$ cat config.mk
export PLATFORM = sky130hd
export DESIGN_NAME = xcvr_section
export DESIGN_NICKNAME = d
export VERILOG_FILES = /design/src/rtl/xcvr_pkg.sv /design/src/rtl/xcvr_drive_dec.sv /design/src/rtl/xcvr_edge_store.sv /design/src/rtl/xcvr_lane_mux.sv /design/src/rtl/xcvr_section.sv
export SDC_FILE = /design/constraint.sdc
export NUM_CORES = 1
export LEC_CHECK = 0
export ABC_AREA = 1
export BUFFER_PORTS_ARGS = -buffer_cell sky130_fd_sc_hd__buf_4
export CAP_MARGIN = 20
export CORE_MARGIN = 2
export CORE_UTILIZATION = 40
export DETAILED_ROUTE_END_ITERATION = 8
export PLACE_DENSITY_LB_ADDON = 0.12
export RECOVER_POWER = 100
export SLEW_MARGIN = 20
export SYNTH_ARGS = -nofsm -noshare
export SYNTH_HDL_FRONTEND = slang
export SYNTH_SLANG_ARGS = --single-unit
$ cat constraint.sdc
create_clock -name clk -period 0.87 [get_ports clk]
set_input_delay 0.2175 -clock clk [delete_from_list [all_inputs] [get_ports clk]]
set_output_delay 0.2175 -clock clk [all_outputs]
set_load 0.1 [all_outputs]
$ cat src/rtl/xcvr_pkg.sv
package xcvr_pkg;

    typedef enum logic [1:0] {
        DRV_OFF  = 2'b00,
        DRV_TO_B = 2'b01,
        DRV_TO_A = 2'b10
    } drv_e;

    typedef struct packed {
        logic strobe;
        logic sel;
        logic drive;
    } lane_ctl_t;

    localparam int LANES = 2;
    localparam int LANE_AB = 0;
    localparam int LANE_BA = 1;

    function automatic drv_e drv_decode(input logic oe_n, input logic dir);
        if (oe_n) return DRV_OFF;
        return dir ? DRV_TO_B : DRV_TO_A;
    endfunction

endpackage

$ cat src/rtl/xcvr_drive_dec.sv
module xcvr_drive_dec
    import xcvr_pkg::*;
(
    input  logic oe_n,
    input  logic dir,
    output drv_e drv,
    output logic drive_a,
    output logic drive_b
);
    always_comb begin
        drv     = drv_decode(oe_n, dir);
        drive_a = (drv == DRV_TO_A);
        drive_b = (drv == DRV_TO_B);
    end
endmodule

$ cat src/rtl/xcvr_edge_store.sv
module xcvr_edge_store #(
    parameter int W = 9
) (
    input  logic         clk,
    input  logic         rst,
    input  logic         strobe,
    input  logic [W-1:0] din,
    output logic [W-1:0] q
);
    logic strobe_q;
    logic load;

    assign load = strobe & ~strobe_q;

    always_ff @(posedge clk) begin
        if (rst) begin
            strobe_q <= 1'b0;
            q        <= '0;
        end else begin
            strobe_q <= strobe;
            if (load) q <= din;
        end
    end
endmodule

$ cat src/rtl/xcvr_lane_mux.sv
module xcvr_lane_mux #(
    parameter int W = 9
) (
    input  logic         drive,
    input  logic         sel,
    input  logic [W-1:0] live,
    input  logic [W-1:0] stored,
    output logic [W-1:0] dout,
    output logic [W-1:0] oe
);
    always_comb begin
        oe   = {W{drive}};
        dout = '0;
        if (drive) dout = sel ? stored : live;
    end
endmodule

$ cat src/rtl/xcvr_section.sv
module xcvr_section
    import xcvr_pkg::*;
#(
    parameter int W = 9
) (
    input  logic         clk,
    input  logic         rst,
    input  logic         oe_n,
    input  logic         dir,
    input  logic         cap_ab,
    input  logic         cap_ba,
    input  logic         sel_ab,
    input  logic         sel_ba,
    input  logic [W-1:0] a_i,
    input  logic [W-1:0] b_i,
    output logic [W-1:0] a_o,
    output logic [W-1:0] a_oe,
    output logic [W-1:0] b_o,
    output logic [W-1:0] b_oe
);
    drv_e drv;
    logic drive_a, drive_b;

    lane_ctl_t         ctl    [LANES];
    logic [W-1:0]      src    [LANES];
    logic [W-1:0]      held   [LANES];
    logic [W-1:0]      dout   [LANES];
    logic [W-1:0]      doe    [LANES];

    logic [W-1:0] held_a, held_b;

    xcvr_drive_dec u_dec (
        .oe_n    (oe_n),
        .dir     (dir),
        .drv     (drv),
        .drive_a (drive_a),
        .drive_b (drive_b)
    );

    always_comb begin
        ctl[LANE_AB] = '{strobe: cap_ab, sel: sel_ab, drive: drive_b};
        ctl[LANE_BA] = '{strobe: cap_ba, sel: sel_ba, drive: drive_a};
        src[LANE_AB] = a_i;
        src[LANE_BA] = b_i;
    end

    for (genvar g = 0; g < LANES; g++) begin : g_lane
        xcvr_edge_store #(.W(W)) u_store (
            .clk    (clk),
            .rst    (rst),
            .strobe (ctl[g].strobe),
            .din    (src[g]),
            .q      (held[g])
        );
        xcvr_lane_mux #(.W(W)) u_mux (
            .drive  (ctl[g].drive),
            .sel    (ctl[g].sel),
            .live   (src[g]),
            .stored (held[g]),
            .dout   (dout[g]),
            .oe     (doe[g])
        );
    end

    assign held_a = held[LANE_AB];
    assign held_b = held[LANE_BA];
    assign b_o    = dout[LANE_AB];
    assign b_oe   = doe[LANE_AB];
    assign a_o    = dout[LANE_BA];
    assign a_oe   = doe[LANE_BA];
endmodule

==> results of run 1 <==
[stage by stage]
| step | utilization (%) | instance area, um^2 |
|---|---|---|
| after detailed placement | 72.60 | 2235 |
| after CTS | 94.47 | 2908 |
| after global placement | 72.60 | 2235 |
| after floorplan | - | 1952 |
[cells by family after synthesis]
logic type	count (synthesis)	share of synthesized area, %
and+or+nand+nor	114	40.15
buffers and inverters	52	22.55
DFF	20	30.45
AOI/OAI and AO/OA	18	6.851
[timing repair]
action	CTS
gates cloned	3
setup buffers	5
pin swaps	4
endpoints found under the setup margin	38
endpoints found under the hold margin	0
gates resized for setup	146
==> results.py, run 1 <==
metrics = {
    "run_status": {
        "stop_stage": "global routing (5_1_grt)",
        "status": "did not finish",
        "firstError": "[ERROR DPL-0038] Utilization greater than 100%, impossible to legalize",
    },
    "synthesis": {
        "synthTopCellsByArea": "dfxtp_1, nand2_1, buf_4, nor2_2, a21oi_1",
        "synth_top_cell_by_area": "dfxtp_1",
        "syn-cell-area_um2": 1315,
        "async_flop_share_pct": 0,
        "synthTopCellsByCount": "nand2_1, dfxtp_1, nor2_1",
        "synth_cell_type_count": 14,
        "synth-seq-cells": 20,
        "synth_nets": 230,
        "synth_most_common_cell": "nand2_1",
        "syn_area_per_cell_um2": 6.446,
        "synth-seq-area-share_pct": 30.45,
        "yosys_warnings": 0,
        "synth_top_area_share_pct": 30.45,
        "synthFlopType": "dfxtp_1",
        "synth_edf_count": 0,
        "netlist_instances": 204,
    },
    "floorplan": {
        "die_w_um": 61.34,
        "die_height_um": 61.34,
        "rows": 20,
        "ios": 62,
        "start_util_pct": 42.72,
    },
    "global_routing": {
        "grt_max_degree": 12,
    },
    "clock_network": {
        "clock_path_buffers": 2,
        "clock_sinks": 20,
        "cts_hold_buf": 0,
        "clockRootBuffer": "clkbuf_4",
        "cts_max_level": 1,
        "numCtsBuffers": 3,
    },
    "placed_design": {
        "post-place-ws_ns": -0.3720,
        "place_congestion": 0.8072,
        "placed_cells": 309,
        "dp_hpwl_um": 2671,
        "portBuffers": 61,
    },
    "sta": {
        "worst-ep-kind": "top-level output",
        "worstEndpointGrtRepair": "a_o[4]",
    },
}
==> run 2: changes to the inputs <==
--- a/config.mk
+++ b/config.mk
@@ -9,9 +9,9 @@
 export BUFFER_PORTS_ARGS = -buffer_cell sky130_fd_sc_hd__buf_4
 export CAP_MARGIN = 20
 export CORE_MARGIN = 2
-export CORE_UTILIZATION = 40
+export CORE_UTILIZATION = 25
 export DETAILED_ROUTE_END_ITERATION = 8
-export PLACE_DENSITY_LB_ADDON = 0.12
+export PLACE_DENSITY_LB_ADDON = 0.15
 export RECOVER_POWER = 100
 export SLEW_MARGIN = 20
 export SYNTH_ARGS = -nofsm -noshare
==> constraint.sdc (replaced) <==
create_clock -name clk -period 1.15 [get_ports clk]
set_input_delay 0.2875 -clock clk [delete_from_list [all_inputs] [get_ports clk]]
set_output_delay 0.2875 -clock clk [all_outputs]
set_load 0.1 [all_outputs]
==> run 2 against run 1 <==
Effect of this change:
- the flow now finishes, with violations (negative setup slack)
- synthesized cell count stayed put
- area after synthesis is the same
==> results.py, run 2 <==
metrics = {
    "synthesis": {
        "synth_cell_type_count": 14,
        "netlist_instances": 204,
        "synth_nets": 230,
        "async_flop_share_pct": 0,
        "yosys_warnings": 0,
        "syn_area_per_cell_um2": 6.446,
        "synth_top_area_share_pct": 30.45,
        "synthFlopType": "dfxtp_1",
        "synth_edf_count": 0,
        "synth_most_common_cell": "nand2_1",
        "synthTopCellsByCount": "nand2_1, dfxtp_1, nor2_1",
        "synthTopCellsByArea": "dfxtp_1, nand2_1, buf_4, nor2_2, a21oi_1",
        "syn-cell-area_um2": 1315,
        "synth-seq-area-share_pct": 30.45,
        "synth_top_cell_by_area": "dfxtp_1",
        "synth-seq-cells": 20,
    },
    "global_routing": {
        "grt_max_degree": 19,
        "antenna_found_initial": 0,
        "grt_pass1_wl_um": 6624,
        "grt_pass1_vias": 1369,
        "grt_remaining_overflow": 0,
        "grt.total_usage_pct": 13.81,
    },
    "pwr": {
        "finalPower_mw": 2.513,
        "power_leakage_nw": 1.218,
        "irDropWorstVdd_uv": 539.9,
        "power_density_nw_per_um2": 894.7,
    },
    "run": {
        "drv_cap": 0,
    },
    "sta": {
        "report.final.slew_viol_count": 0,
        "fin_crit_sh_pct": 113.5,
        "max_freq_ghz": 0.7661,
        "fin_crit_ns": 1.305,
        "whs_ns": 0.2062,
        "fin_tns_setup_ns": -2.727,
        "worstMarginPinSlew_ns": 0.6183,
        "finalSetupViolCount": 36,
        "hold_viol_final": 0,
        "fin_skew_ns": 0.002311,
        "worst_slack_ns": -0.1553,
        "rsz0062_at_grt": "true",
        "relSlewSlack_pct": 58.78,
    },
    "run_status": {
        "status": "finished, violations left",
        "violations": "negative setup slack",
    },
    "detailed_routing": {
        "vias_per_cell": 4.360,
        "ant_nets": 0,
        "drc": 0,
        "routedWlPerCell_um": 11.67,
        "first_iter_violations": 55,
        "vias": 1465,
        "firstDrtPassIters": 4,
        "wl_um": 3921,
    },
    "placed_design": {
        "placed_cells": 315,
        "place_congestion": 0.6971,
        "post-place-ws_ns": -0.2885,
        "place_area_um2": 2033,
        "portBuffers": 61,
        "dp_hpwl_um": 2531,
    },
    "worst_setup_path": {
        "regToRegSetupSlack_ns": 0.25,
        "crit_required_ns": 0.86,
        "critPathLaunchType": "register",
        "worst_r2r_endpoint": "g_lane[0].u_store.q[0]",
        "cp-end-kind": "output port",
        "r2r_start": "g_lane[0].u_store.strobe_q",
        "endpoint": "a_o[0]",
        "crit_fanout": 2,
        "worstSetupPathType": "reg2out",
        "startpoint": "g_lane[1].u_store.q[0]",
        "cp.arrival_ns": 1.02,
        "reg2reg_depth": 4,
    },
    "floorplan": {
        "ios": 62,
        "die_w_um": 76.53,
        "start_util_pct": 25.75,
        "die-area_um2": 5856,
        "rows": 26,
        "die_height_um": 76.53,
        "core_area_um2": 5107,
    },
    "final_layout": {
        "reg_top3": "g_lane.u_store.q (18), g_lane.u_store.strobe_q (2)",
        "syn_to_final_growth_pct": 113.6,
        "final_cell_mix": "buf_12, buf_4, nand2_2, nor2_1",
        "fin_nets": 294,
        "regMostFlops": "g_lane.u_store.q",
        "final_common_cell": "buf_12",
        "layout-drive-gt1-share_pct": 68.05,
        "num-fill-cells": 499,
        "final_core_util_pct": 55.00,
        "fin_area_um2": 2809,
        "largest_register_ffs": 18,
        "antennaDiodeCount": 0,
        "fin_cells": 336,
    },
    "worst_hold_path": {
        "hold_path_class": "in2reg",
    },
    "clock_network": {
        "clock_path_buffers": 2,
        "clk_pin_slew_ns": 0.07,
        "cts_tree": "built",
        "clock_sinks": 20,
        "cts_max_level": 1,
        "clockRootBuffer": "clkbuf_8",
        "clkLatencyLatePin_ns": 0.25,
        "numCtsBuffers": 3,
    },
}
## run 2: worst min-delay path by stage
stage	start	end	slack, ns	depth (start not counted)
6_report	rst	g_lane[1].u_store.strobe_q	0.21	2
5_1_grt	rst	g_lane[0].u_store.strobe_q	0.20	2
4_1_cts	rst	g_lane[0].u_store.strobe_q	0.20	2
3_5_place_dp	rst	g_lane[0].u_store.strobe_q	0.48	2
3_3_place_gp	rst	g_lane[1].u_store.strobe_q	0.47	2
2_1_floorplan	rst	g_lane[0].u_store.strobe_q	0.36	1
## run 2: worst max-delay path: stages, from the launching register on
cell     delay [ns]
dfxtp_2        0.34
nand2_2        0.06
a21oi_4        0.18
buf_12         0.19
## run 2: final cells by class
class | count | area (um^2) | area share [%]
timing repair buffer | 77 | 1050 | 37.37
multi-input combinational | 134 | 975.9 | 34.74
clock buffer | 3 | 41.29 | 1.470
timing repair inverter | 3 | 41.29 | 1.470
sequential | 20 | 422.9 | 15.06
tap | 70 | 87.58 | 3.118
inverter | 29 | 190.2 | 6.771
## run 2: cells by family after synthesis
| group | after synthesis | synth area share, % |
|---|---|---|
| and+or+nand+nor | 114 | 40.15 |
| buffers and inverters | 52 | 22.55 |
| AOI/OAI and AO/OA | 18 | 6.851 |
| DFF | 20 | 30.45 |
## run 2: power by group
part	switching [mW]	internal (mW)
registers	0.0389	0.755
clock network	0.225	0.233
logic	0.797	0.465
total	1.06	1.45
## run 2: timing repair
action / in CTS / in global routing
gates resized for setup: 161 / 11
cloned: 4 / 1
pin swaps: 12 / 15
setup buffers: 8 / 5
hold buffers: 0 / 0
endpoints found under the setup margin: 36 / 36
## run 2: routing by layer
layer	GRT usage [%]	share of wire (%)
met5	0	0
met4	3.273	0.87
met3	4.028	4.9
met2	23.98	52
met1	16.75	42
Power figures use the tool's default switching activity.
